## config.mk

```make
export PLATFORM = sky130hd
export DESIGN_NAME = sdram_req_sched
export DESIGN_NICKNAME = d
export VERILOG_FILES = /design/src/rtl/sched_pkg.sv /design/src/rtl/req_fifo.sv /design/src/rtl/ll_window_limit.sv /design/src/rtl/bank_stage.sv /design/src/rtl/sdram_req_sched.sv
export SDC_FILE = /design/constraint.sdc
export NUM_CORES = 1
export LEC_CHECK = 0
export CORE_UTILIZATION = 27
export DETAILED_ROUTE_END_ITERATION = 6
export SETUP_SLACK_MARGIN = 0.02
export SYNTH_ARGS = -nofsm -noshare
export SYNTH_HDL_FRONTEND = slang
export SYNTH_SLANG_ARGS = --single-unit
export TNS_END_PERCENT = 30
```

## constraint.sdc

```tcl
create_clock -name clk -period 4.7 [get_ports clk]
set_clock_uncertainty 0.2 [all_clocks]
set_input_delay 0.705 -clock clk [delete_from_list [all_inputs] [get_ports clk]]
set_output_delay 0.705 -clock clk [all_outputs]
set_load 0.03 [all_outputs]
```

## src/rtl/sched_pkg.sv

```systemverilog
package sched_pkg;
  typedef enum logic {DIR_RD = 1'b0, DIR_WR = 1'b1} dir_e;
  localparam int WORD_BITS = 3;
endpackage

```

## src/rtl/req_fifo.sv

```systemverilog
module req_fifo #(
  parameter int W     = 8,
  parameter int DEPTH = 2
) (
  input  logic         clk,
  input  logic         rst_n,
  input  logic         push,
  input  logic         pop,
  input  logic [W-1:0] din,
  output logic [W-1:0] dout,
  output logic         empty,
  output logic         full
);
  localparam int PW = (DEPTH > 1) ? $clog2(DEPTH) : 1;
  localparam int CW = $clog2(DEPTH + 1);

  logic [W-1:0]  mem [DEPTH];
  logic [PW-1:0] rd_ptr, wr_ptr;
  logic [CW-1:0] count;

  always_ff @(posedge clk or negedge rst_n) begin
    if (!rst_n) begin
      rd_ptr <= '0;
      wr_ptr <= '0;
      count  <= '0;
    end else begin
      if (push) wr_ptr <= (wr_ptr == PW'(DEPTH - 1)) ? '0 : wr_ptr + 1'b1;
      if (pop)  rd_ptr <= (rd_ptr == PW'(DEPTH - 1)) ? '0 : rd_ptr + 1'b1;
      count <= count + CW'(push) - CW'(pop);
    end
  end

  always_ff @(posedge clk) begin
    if (push) mem[wr_ptr] <= din;
  end

  assign dout  = mem[rd_ptr];
  assign empty = (count == '0);
  assign full  = (count == CW'(DEPTH));

  assert_no_overflow_R3: assert property (@(posedge clk) disable iff (!rst_n)
    push |-> !full) else $error("queue written while full");
  assert_no_underflow_R11: assert property (@(posedge clk) disable iff (!rst_n)
    pop |-> !empty) else $error("queue read while empty");
endmodule

```

## src/rtl/ll_window_limit.sv

```systemverilog
module ll_window_limit #(
  parameter int LL_MAX = 2,
  parameter int LL_WIN = 8
) (
  input  logic clk,
  input  logic rst_n,
  input  logic take,
  output logic allow
);
  // History covers the LL_WIN-1 cycles before the current one (LL_WIN >= 3).
  localparam int HW = LL_WIN - 1;
  localparam int CW = $clog2(LL_WIN + 1);

  logic [HW-1:0] hist;
  logic [CW-1:0] cnt;

  always_ff @(posedge clk or negedge rst_n) begin
    if (!rst_n) begin
      hist <= '0;
      cnt  <= '0;
    end else begin
      hist <= {hist[HW-2:0], take};
      cnt  <= cnt + CW'(take) - CW'(hist[HW-1]);
    end
  end

  assign allow = (cnt < CW'(LL_MAX));

  assert_window_cap_R5: assert property (@(posedge clk) disable iff (!rst_n)
    take |-> (cnt < CW'(LL_MAX))) else $error("low-latency issue beyond window credit");
endmodule

```

## src/rtl/bank_stage.sv

```systemverilog
module bank_stage
  import sched_pkg::*;
#(
  parameter int BANK_BITS = 2,
  parameter int RUN_MAX   = 3
) (
  input  logic                        clk,
  input  logic                        rst_n,
  input  logic [(1<<BANK_BITS)-1:0]   ll_ne,
  input  logic [(1<<BANK_BITS)-1:0]   ll_wr,
  input  logic [(1<<BANK_BITS)-1:0]   st_ne,
  input  logic [(1<<BANK_BITS)-1:0]   st_wr,
  input  logic [(1<<BANK_BITS)-1:0]   busy,
  input  logic                        ll_allow,
  input  logic                        fire,
  output logic                        pick_valid,
  output logic [BANK_BITS-1:0]        pick_bank,
  output logic                        pick_ll
);
  localparam int NB = 1 << BANK_BITS;
  localparam int RW = $clog2(RUN_MAX + 1);

  dir_e                 cur_dir;
  logic [RW-1:0]        run_cnt;
  logic [BANK_BITS-1:0] last_bank;

  logic [NB-1:0] ll_elig, st_elig, elig, wr_v, match, cand;
  logic          use_ll, want_wr, pick_wr, found;

  always_comb begin
    ll_elig = ll_ne & ~busy & {NB{ll_allow}};
    st_elig = st_ne & ~busy;
    use_ll  = |ll_elig;
    elig    = use_ll ? ll_elig : st_elig;
    wr_v    = use_ll ? ll_wr : st_wr;
    want_wr = (run_cnt == RW'(RUN_MAX)) ? (cur_dir == DIR_RD) : (cur_dir == DIR_WR);
    match   = elig & (want_wr ? wr_v : ~wr_v);
    cand    = (|match) ? match : elig;
  end

  // Rotating scan: last_bank+1 first, last_bank itself last.
  always_comb begin
    pick_bank = '0;
    found     = 1'b0;
    for (int i = 1; i <= NB; i++) begin
      logic [BANK_BITS-1:0] idx;
      idx = last_bank + BANK_BITS'(i);
      if (!found && cand[idx]) begin
        found     = 1'b1;
        pick_bank = idx;
      end
    end
  end

  assign pick_valid = found;
  assign pick_ll    = use_ll;
  assign pick_wr    = wr_v[pick_bank];

  always_ff @(posedge clk or negedge rst_n) begin
    if (!rst_n) begin
      cur_dir   <= DIR_RD;
      run_cnt   <= '0;
      last_bank <= '1;
    end else if (fire) begin
      last_bank <= pick_bank;
      if (pick_wr == (cur_dir == DIR_WR)) begin
        if (run_cnt != RW'(RUN_MAX)) run_cnt <= run_cnt + 1'b1;
      end else begin
        cur_dir <= pick_wr ? DIR_WR : DIR_RD;
        run_cnt <= RW'(1);
      end
    end
  end

  assert_skip_busy_R6: assert property (@(posedge clk) disable iff (!rst_n)
    pick_valid |-> !busy[pick_bank]) else $error("busy bank offered");
endmodule

```

## src/rtl/sdram_req_sched.sv

```systemverilog
module sdram_req_sched
  import sched_pkg::*;
#(
  parameter int ADDR_W    = 16,
  parameter int BANK_BITS = 2,
  parameter int COL_W     = 5,
  parameter int QDEPTH    = 2,
  parameter int LL_MAX    = 2,
  parameter int LL_WIN    = 8,
  parameter int RUN_MAX   = 3
) (
  input  logic                                 clk,
  input  logic                                 rst_n,
  input  logic                                 ll_valid,
  output logic                                 ll_ready,
  input  logic [ADDR_W-1:0]                    ll_addr,
  input  logic                                 ll_write,
  input  logic                                 st_valid,
  output logic                                 st_ready,
  input  logic [ADDR_W-1:0]                    st_addr,
  input  logic                                 st_write,
  input  logic [(1<<BANK_BITS)-1:0]            bank_busy,
  output logic                                 iss_valid,
  input  logic                                 iss_ready,
  output logic [BANK_BITS-1:0]                 iss_bank,
  output logic [ADDR_W-BANK_BITS-COL_W-4:0]    iss_row,
  output logic [COL_W+2:0]                     iss_col,
  output logic                                 iss_write,
  output logic                                 iss_ll
);
  localparam int NB    = 1 << BANK_BITS;
  localparam int ROW_W = ADDR_W - WORD_BITS - BANK_BITS - COL_W;
  localparam int CO_W  = COL_W + WORD_BITS;
  localparam int EW    = 1 + ROW_W + CO_W;

  // ---- address split ----
  logic [BANK_BITS-1:0] ll_bank, st_bank;
  logic [EW-1:0]        ll_ent, st_ent;

  assign ll_bank = ll_addr[WORD_BITS +: BANK_BITS];
  assign st_bank = st_addr[WORD_BITS +: BANK_BITS];
  assign ll_ent  = {ll_write, ll_addr[ADDR_W-1 -: ROW_W],
                    ll_addr[WORD_BITS+BANK_BITS +: COL_W], ll_addr[WORD_BITS-1:0]};
  assign st_ent  = {st_write, st_addr[ADDR_W-1 -: ROW_W],
                    st_addr[WORD_BITS+BANK_BITS +: COL_W], st_addr[WORD_BITS-1:0]};

  // ---- per-class, per-bank queues (class 0 = low latency, 1 = standard) ----
  logic [NB-1:0] q_push [2];
  logic [NB-1:0] q_pop  [2];
  logic [NB-1:0] q_full [2];
  logic [NB-1:0] q_empty[2];
  logic [EW-1:0] q_dout [2][NB];

  for (genvar c = 0; c < 2; c++) begin : g_cls
    for (genvar b = 0; b < NB; b++) begin : g_bank
      req_fifo #(.W(EW), .DEPTH(QDEPTH)) u_q (
        .clk   (clk),
        .rst_n (rst_n),
        .push  (q_push[c][b]),
        .pop   (q_pop[c][b]),
        .din   ((c == 0) ? ll_ent : st_ent),
        .dout  (q_dout[c][b]),
        .empty (q_empty[c][b]),
        .full  (q_full[c][b])
      );
    end
  end

  // ---- request stage: one transfer per two cycles, alternating ports ----
  logic rs_cool, rs_pref_st, can_ll, can_st, ll_take_in, st_take_in;

  assign can_ll     = ll_valid && !rs_cool && !q_full[0][ll_bank];
  assign can_st     = st_valid && !rs_cool && !q_full[1][st_bank];
  assign ll_ready   = can_ll && (!can_st || !rs_pref_st);
  assign st_ready   = can_st && (!can_ll || rs_pref_st);
  assign ll_take_in = ll_valid && ll_ready;
  assign st_take_in = st_valid && st_ready;

  always_ff @(posedge clk or negedge rst_n) begin
    if (!rst_n) begin
      rs_cool    <= 1'b0;
      rs_pref_st <= 1'b0;
    end else begin
      rs_cool <= ll_take_in || st_take_in;
      if (ll_take_in)      rs_pref_st <= 1'b1;
      else if (st_take_in) rs_pref_st <= 1'b0;
    end
  end

  always_comb begin
    q_push[0] = '0;
    q_push[1] = '0;
    q_push[0][ll_bank] = ll_take_in;
    q_push[1][st_bank] = st_take_in;
  end

  // ---- bank stage ----
  logic [NB-1:0]        ll_ne, st_ne, ll_wr_v, st_wr_v;
  logic                 ll_allow, pick_valid, pick_ll, fire;
  logic [BANK_BITS-1:0] pick_bank;
  logic [EW-1:0]        sel;

  assign ll_ne = ~q_empty[0];
  assign st_ne = ~q_empty[1];

  always_comb begin
    for (int b = 0; b < NB; b++) begin
      ll_wr_v[b] = q_dout[0][b][EW-1];
      st_wr_v[b] = q_dout[1][b][EW-1];
    end
  end

  bank_stage #(.BANK_BITS(BANK_BITS), .RUN_MAX(RUN_MAX)) u_bank (
    .clk        (clk),
    .rst_n      (rst_n),
    .ll_ne      (ll_ne),
    .ll_wr      (ll_wr_v),
    .st_ne      (st_ne),
    .st_wr      (st_wr_v),
    .busy       (bank_busy),
    .ll_allow   (ll_allow),
    .fire       (fire),
    .pick_valid (pick_valid),
    .pick_bank  (pick_bank),
    .pick_ll    (pick_ll)
  );

  ll_window_limit #(.LL_MAX(LL_MAX), .LL_WIN(LL_WIN)) u_limit (
    .clk   (clk),
    .rst_n (rst_n),
    .take  (fire && pick_ll),
    .allow (ll_allow)
  );

  assign fire = pick_valid && iss_ready;

  always_comb begin
    q_pop[0] = '0;
    q_pop[1] = '0;
    if (fire) begin
      if (pick_ll) q_pop[0][pick_bank] = 1'b1;
      else         q_pop[1][pick_bank] = 1'b1;
    end
  end

  assign sel       = pick_ll ? q_dout[0][pick_bank] : q_dout[1][pick_bank];
  assign iss_valid = pick_valid;
  assign iss_bank  = pick_bank;
  assign iss_ll    = pick_ll;
  assign iss_write = sel[EW-1];
  assign iss_row   = sel[EW-2 -: ROW_W];
  assign iss_col   = sel[CO_W-1:0];

  assert_req_rate_R2: assert property (@(posedge clk) disable iff (!rst_n)
    (ll_take_in || st_take_in) |=> !(ll_take_in || st_take_in))
    else $error("two request transfers in consecutive cycles");
  assert_ll_first_R4: assert property (@(posedge clk) disable iff (!rst_n)
    (iss_valid && !iss_ll) |-> (!ll_allow || ((~q_empty[0] & ~bank_busy) == '0)))
    else $error("standard request offered over an eligible low-latency one");
endmodule

```

; Word level (Yosys, flattened, before mapping)
; Memory sizes are Yosys's and may differ from the RTL's.
; Index checks and enable logic that the tools add are counted.
[totals]
reg_bits = 50
output_inout_bits = 21
in_bits = 43
mem_bits_rw = 240
mem_count = 8
elab_cells = 235
[op_classes]
n_lt_le_gt_ge = 12
mux = 80
n_bitwise = 13
eq_ne = 12
reduce_logical = 41
add_sub_neg = 38
[mem_list]
columns = memory, depth, width, read_ports, rd_clocked_by_memory_dff, wr, line_no
row1 = g_cls[0].g_bank[0].u_q.mem, 2, 15, 1, 0, 1, req_fifo.sv:17  ; logic [W-1:0] mem [DEPTH];
row2 = g_cls[0].g_bank[1].u_q.mem, 2, 15, 1, 0, 1, req_fifo.sv:17
row3 = g_cls[0].g_bank[2].u_q.mem, 2, 15, 1, 0, 1, req_fifo.sv:17
row4 = g_cls[0].g_bank[3].u_q.mem, 2, 15, 1, 0, 1, req_fifo.sv:17
row5 = g_cls[1].g_bank[0].u_q.mem, 2, 15, 1, 0, 1, req_fifo.sv:17
row6 = g_cls[1].g_bank[1].u_q.mem, 2, 15, 1, 0, 1, req_fifo.sv:17
row7 = +2 memories, n/a, n/a, n/a, n/a, n/a, n/a
[ops]
columns = operator, n
row1 = two-way mux 15 bit, 5
row2 = binary-select mux 15 bit (select 2 bit), 2
row3 = two-way mux 1 bit, 50
row4 = AND 4 bit, 6
row5 = two-way mux 4 bit, 6
row6 = "< comparator 2 x 3 -> 1 bit, second input constant", 7
row7 = "equality test 2 bit, second input constant", 9
row8 = "adder 1 bit, second input constant", 16
row9 = adder 2 x 1 -> 2 bit, 8
row10 = logical AND 1 bit, 16
row11 = logical NOT 2 bit, 8
row12 = NOT 4 bit, 4
row13 = subtractor 2 x 1 -> 2 bit, 8
row14 = binary-select mux 1 bit (select 2 bit), 7
row15 = two-way mux 2 bit, 6
row16 = logical NOT 1 bit, 9
row17 = two-way mux 8 bit, 1
row18 = OR reduction 4 bit, 2
row19 = demux 1 bit (select 2 bit), 3
row20 = "greater-or-equal comparator 2 x 1 -> 1 bit, second input constant", 3
row21 = "adder 2 x 1 -> 2 bit, second input constant", 2
row22 = "adder 2 bit, second input constant", 2
row23 = adder 4 x 1 -> 4 bit, 1
row24 = "< comparator 4 x 2 -> 1 bit, second input constant", 1
row25 = other kinds (9), 14

; Longest topological paths before layout
[logic_depth]
depth_word = 30
ltp_mapped = 19
depth_no_buf = 18

; Cells and area by module
; From an unflattened synthesis, not the netlist that was laid out.
[unflattened]
cells_unflattened = 750
area_unflattened_um2 = 13451.7
[by_module_without_submodules]
columns = module, n_inst, cells_each, area_per_inst_um2, seq_area_each_um2
row1 = req_fifo, 8, 62, 1331.3, 1001.0
row2 = sdram_req_sched, 1, 113, 1407.6, 50.0
row3 = bank_stage, 1, 110, 952.2, 127.6
row4 = ll_window_limit, 1, 31, 441.7, 275.3

; Worst setup path after synthesis
; OpenSTA, ideal clock, no wires.
[synth_timing]
path_type = input to output
start = input bank_busy[1]
end = output iss_col[2]
cell_stages = 12
path_buffers = 2
arrival_time_ns = 3.999
path_slack_ns = -0.204
path_cell_list = or3b_1 -> o22ai_4 -> o21ai_2 -> and2_1 -> and4_1 -> a2111oi_0 -> a22oi_1 -> a221oi_4 -> buf_4 -> buf_6 -> o21ai_1 -> a221oi_1
[synth_via]
elab_chain_len = 27
[synth_rtl]
columns = element, line_no
row1 = "start, declared", sdram_req_sched.sv:22  ; input logic [(1<<BANK_BITS)-1:0] bank_busy,
row2 = NOT 4 bit *, "bank_stage.sv:31, bank_stage.sv:32"
row3 = AND 4 bit (2 in a row), bank_stage.sv:31  ; ll_elig = ll_ne & ~busy & {NB{ll_allow}};
row4 = OR reduction 4 bit, bank_stage.sv:33  ; use_ll = |ll_elig;
row5 = two-way mux 4 bit, bank_stage.sv:35  ; wr_v = use_ll ? ll_wr : st_wr;
row6 = NOT 4 bit, bank_stage.sv:37  ; match = elig & (want_wr ? wr_v : ~wr_v);
row7 = two-way mux 4 bit, bank_stage.sv:37
row8 = AND 4 bit, bank_stage.sv:37
row9 = OR reduction 4 bit, bank_stage.sv:38  ; cand = (|match) ? match : elig;
row10 = [... 9 more ...], n/a
row11 = two-way mux 1 bit, bank_stage.sv:48  ; if (!found && cand[idx]) begin
row12 = logical NOT 1 bit, bank_stage.sv:48
row13 = logical AND 1 bit, bank_stage.sv:48
row14 = two-way mux 2 bit, bank_stage.sv:48
row15 = NOT 2 -> 3 bit (implied by the code), sdram_req_sched.sv:146  ; assign sel = pick_ll ? q_dout[0][pick_bank] : q_dout[1][pick_bank];
row16 = binary-select mux 15 bit (select 2 bit), sdram_req_sched.sv:146
row17 = two-way mux 15 bit (implied by the code) (2 in a row), sdram_req_sched.sv:146
row18 = two-way mux 15 bit *, sdram_req_sched.sv:146
row19 = "end, declared", sdram_req_sched.sv:27  ; output logic [COL_W+2:0] iss_col,
; Every way passes the cells marked *; elsewhere a longest branch is shown, timed or not. The select of a mux whose other input is x is not followed.

; Final worst setup path
[layout_timing]
start = register u_limit.cnt[2]
end = output iss_col[1]
[layout_via]
elab_chain_len = 26
[layout_rtl]
columns = element, line_no
row1 = "start, declared", ll_window_limit.sv:15  ; logic [CW-1:0] cnt;
row2 = "start signal, assigned", ll_window_limit.sv:23  ; cnt <= cnt + CW'(take) - CW'(hist[HW-1]);
row3 = < comparator 4 x 2 -> 1 bit *, ll_window_limit.sv:27  ; assign allow = (cnt < CW'(LL_MAX));
row4 = AND 4 bit *, bank_stage.sv:31
row5 = OR reduction 4 bit, bank_stage.sv:33
row6 = two-way mux 4 bit, bank_stage.sv:35
row7 = NOT 4 bit, bank_stage.sv:37
row8 = two-way mux 4 bit, bank_stage.sv:37
row9 = AND 4 bit, bank_stage.sv:37
row10 = OR reduction 4 bit, bank_stage.sv:38
row11 = [... 9 more ...], n/a
row12 = two-way mux 1 bit, bank_stage.sv:48
row13 = logical NOT 1 bit, bank_stage.sv:48
row14 = logical AND 1 bit, bank_stage.sv:48
row15 = two-way mux 2 bit, bank_stage.sv:48
row16 = NOT 2 -> 3 bit (implied by the code), sdram_req_sched.sv:146
row17 = binary-select mux 15 bit (select 2 bit), sdram_req_sched.sv:146
row18 = two-way mux 15 bit (implied by the code) (2 in a row), sdram_req_sched.sv:146
row19 = two-way mux 15 bit *, sdram_req_sched.sv:146
; Marks and branches as above.

==> metrics.md <==
| Metric | Value |
|---|---|
| Status | finished with violations |
| Failing checks | setup timing |
| Starting Density | 0.273 |
| Cell taking the most area after synthesis | edfxtp_1 |
| Final WS setup | -0.667 ns |
| First-pass GRT wire length | 49.4 mm |
| RD Place Congestion | 0.844 |
| Max-Cap Viols | 0 |
| Clk_lat worst skew | 0.57 ns |
| Tightest Pin Transition | 0.705 ns |
| Clk root buf | clkbuf_16 |
| CP arrival | 4.46 ns |
| Std cell rows | 79 |
| Cell variety after synth | 83 |
| Fin crit share | 1.14 |
| IO Pins | 64 |
| Router iterations before antenna repair | 4 |
| Cell mode on critical path | buf_6 |
| Area delta synth->final | 31.3% |
| Slowest cell on crit path | o41ai_4 |
| Chip Width | 219 microns |
| Cells after synthesis | 846 |
| GRT Residual Overflow | 0 |
| Area of the multi-input gates | 4490 sq um |
| Critical path's top delay family | compound AO/OA/AOI/OAI gates |
| DRT Wirelength | 32.8 mm |
| Yosys reg bits | 290 |
| CORE AREA | 46500 sq um |
| Crit Path Category | register to output pin |
| Clock transition at the registers of the reported paths | 0.06 ns |
| Ordered list of cells on the worst path | inv_2 -> ha_4 -> or3b_4 -> buf_6 -> o22ai_4 -> buf_12 -> o41ai_4 -> nand3_2 -> and3_4 -> o31a_4 -> a21oi_4 -> o31ai_4 -> inv_2 -> buf_6 -> nand2_8 -> o221ai_1 -> o32a_1 -> buf_6 |
| Die Y | 219 microns |
| PwrDens | 677 nW/um^2 |
| Slew margin rel. | 0.530 |
| Initial DRC Count | 691 |
| Pre-CTS setup slack | -0.849 ns |
| Startpoint types | register |
| Worst Path Required | 3.80 ns |
| Mean Syn Cell Area | 15.0 sq um |
| FILL cells | 4437 |
| CP peak stage delay | 0.48 ns |
| Via count | 7983 |
| Post-DP HPWL | 21.3 mm |
| Final Hold Violating Endpoints | 0 |
| Syn_nets | 912 |
| Most numerous cell in the Yosys netlist | edfxtp_1 |
| Top_reg_cell synth | edfxtp_1 |
| Initial antenna violation count | 1 |
| DR vias/cell | 4.74 |
| Unrepaired setup endpoints after global routing | yes |
| Pin count of the biggest net entering global routing | 51 |
| Maximum net fanout on the critical path | 10 |
| Critical Path End Type | output pin |
| Total CTS buffers | 28 |
| DIE AREA | 47900 sq um |
| Sequential fraction of the synthesis area | 0.667 |
| Routed Antenna Nets | 0 |
| Routed len/inst | 19.5 microns |
| Cell area after synthesis | 12700 sq um |
| EDFF count, synth | 240 |
| CTS tree | built |
| Peak supply drop | 815 uV |
| Clk buf depth | 3 |
| TNS Setup | -9.36 ns |
| H-tree depth | 1 |
| Yosys Warn Count | 0 |
| Vias in the first global route | 8156 |
| Synth area leaders | edfxtp_1, mux2i_1, dfrtp_1, ha_1, xnor2_1 |
| Final nets | 1122 |
| GR Util All Layers | 0.137 |
| Post-synth top area share | 0.568 |
| CP Buf/Inv Count | 6 |
| Sink Count | 290 |
| Final worst path period need | 5.37 ns |
| P_leak | 6.02 nW |
| Async SR Flop Fraction | 0.172 |
| Remaining DRCs | 0 |
| Max frequency | 0.186 GHz |
| Buffers on Ports | 63 |
| Fraction of layout cells with a size suffix above 1 | 0.303 |
| Commonest cells post-synth | edfxtp_1, mux2i_1, nor2_1, dfrtp_1, inv_1 |
| Setup violators final | 17 |
| Reg area | 8460 sq um |
| Worst Hold Class | input port to asynchronous set/reset pin |
| Final Slew Violations | 0 |
final cells by class:
class,instances,area share
Sequential cell,290,0.508
Multi-Input combinational cell,492,0.269
Timing Repair Buffer,215,0.120
Tap cell,607,0.0456
Clock buffer,38,0.0443
Inverter,29,0.00676
Clock inverter,13,0.00571
Antenna cell,1,0.000150
sequential cells by signal, summed over array words and instances (netlist names):
name,cells
g_cls.g_bank.u_q.mem,240
g_cls.g_bank.u_q.count,16
g_cls.g_bank.u_q.rd_ptr,8
g_cls.g_bank.u_q.wr_ptr,8
u_limit.hist,7
u_limit.cnt,4
u_bank.last_bank,2
u_bank.run_cnt,2
rs_cool,1
rs_pref_st,1
u_bank.cur_dir,1
kinds of logic (layout without fill, tap and decap cells):
group	Yosys count	after routing	synth area share
fa+ha+maj	23	23	0.0233
buf+inv	66	295	0.0222
compound gates	157	159	0.101
flops	290	290	0.667
xor+xnor	37	37	0.0255
other cells	0	1	0
mux	127	127	0.100
simple gates	146	146	0.0611
metal layers:
metal	track usage	wire length, microns	up-vias
met5	0	0	-
met4	0.0389	752	0
met3	0.0262	1840	45
met2	0.215	15000	238
met1	0.193	15200	3992
li1	-	-	3708
per-stage QoR:
step / instances / total power, mW / instance area, sq um / util / hold WS, ns
after floorplan: 846 / 5.92 / 12700 / - / 0.131
after global placement: 1608 / 8.01 / 15000 / 0.322 / 0.133
after detailed placement: 1608 / 8.06 / 15000 / 0.322 / 0.136
after CTS: 1678 / 11.0 / 16400 / 0.353 / 0.0967
after global routing: 1685 / 11.8 / 16700 / 0.359 / 0.123
final: 1685 / 11.3 / 16700 / 0.359 / 0.0617
worst register-to-register path, stage by stage (launching register included):
cell     delay [ns]
dfrtp_1        0.34
inv_2          0.05
ha_4           0.16
or3b_4         0.24
buf_6          0.10
o22ai_4        0.07
buf_12         0.14
o41ai_4        0.48
nand3_2        0.19
and3_4         0.23
o31a_4         0.41
a21oi_4        0.19
o31ai_4        0.10
inv_2          0.18
buf_6          0.20
nand2_8        0.10
buf_4          0.17
nor3_4         0.22
ha_1           0.27
inv_1          0.06
ha_1           0.15
xnor2_1        0.13
xnor2_1        0.13
repair_timing:
action / 4_1_cts / 5_1_grt
hold buffers: 0 / 0
pin swaps: 40 / 32
buffers inserted: 15 / 7
gates cloned: 4 / 2
setup endpoints to repair: 22 / 21
resized for setup: 92 / 34
power by group:
| part | leakage (nW) | switching, mW | total [mW] | internal (mW) |
|---|---|---|---|---|
| registers | 2.78 | 0.169 | 3.24 | 3.07 |
| logic | 2.85 | 3.21 | 5.97 | 2.76 |
| clock network | 0.391 | 0.969 | 2.08 | 1.11 |
| total | 6.02 | 4.35 | 11.3 | 6.93 |
worst paths after layout:
check                                                       end            start  slack, ns  cells after the start
worst max-delay path                                 iss_col[1]   u_limit.cnt[2]      -0.67                     18
worst min-delay path            g_cls[1].g_bank[1].u_q.count[1]            rst_n       0.06                      2
worst max register to register  g_cls[1].g_bank[2].u_q.count[1]   u_limit.cnt[2]       0.13                     22
worst min register to register                  u_limit.hist[2]  u_limit.hist[1]       0.15                      0
max in group asynchronous         g_cls[0].g_bank[2].u_q.rd_ptr            rst_n       3.76                      2
min in group clk                                u_limit.hist[2]  u_limit.hist[1]       0.15                      0
cells in the final DEF (no fill, tap or decap), types with 5 or more instances in the layout:
cell type / count
nand2_1: 18
clkdlybuf4s50_1: 43
dfrtp_1: 48
nor3_2: 6
inv_1: 25
clkbuf_1: 10
ha_1: 21
o32a_1: 6
o21ai_0: 11
xnor2_1: 27
buf_6: 21
buf_12: 12
clkbuf_16: 30
nor2_1: 47
a211oi_4: 6
xor2_1: 10
o21ai_1: 6
mux2i_1: 122
o221ai_1: 9
edfxtp_1: 240
nand3b_1: 5
a211oi_1: 13
buf_4: 135
o221ai_2: 5
nand3_1: 8
o22ai_1: 10
a21oi_1: 16
clkinvlp_4: 5
nor2b_1: 13
a211oi_2: 8
o21ai_2: 7
(Power assumes the default switching activity.)
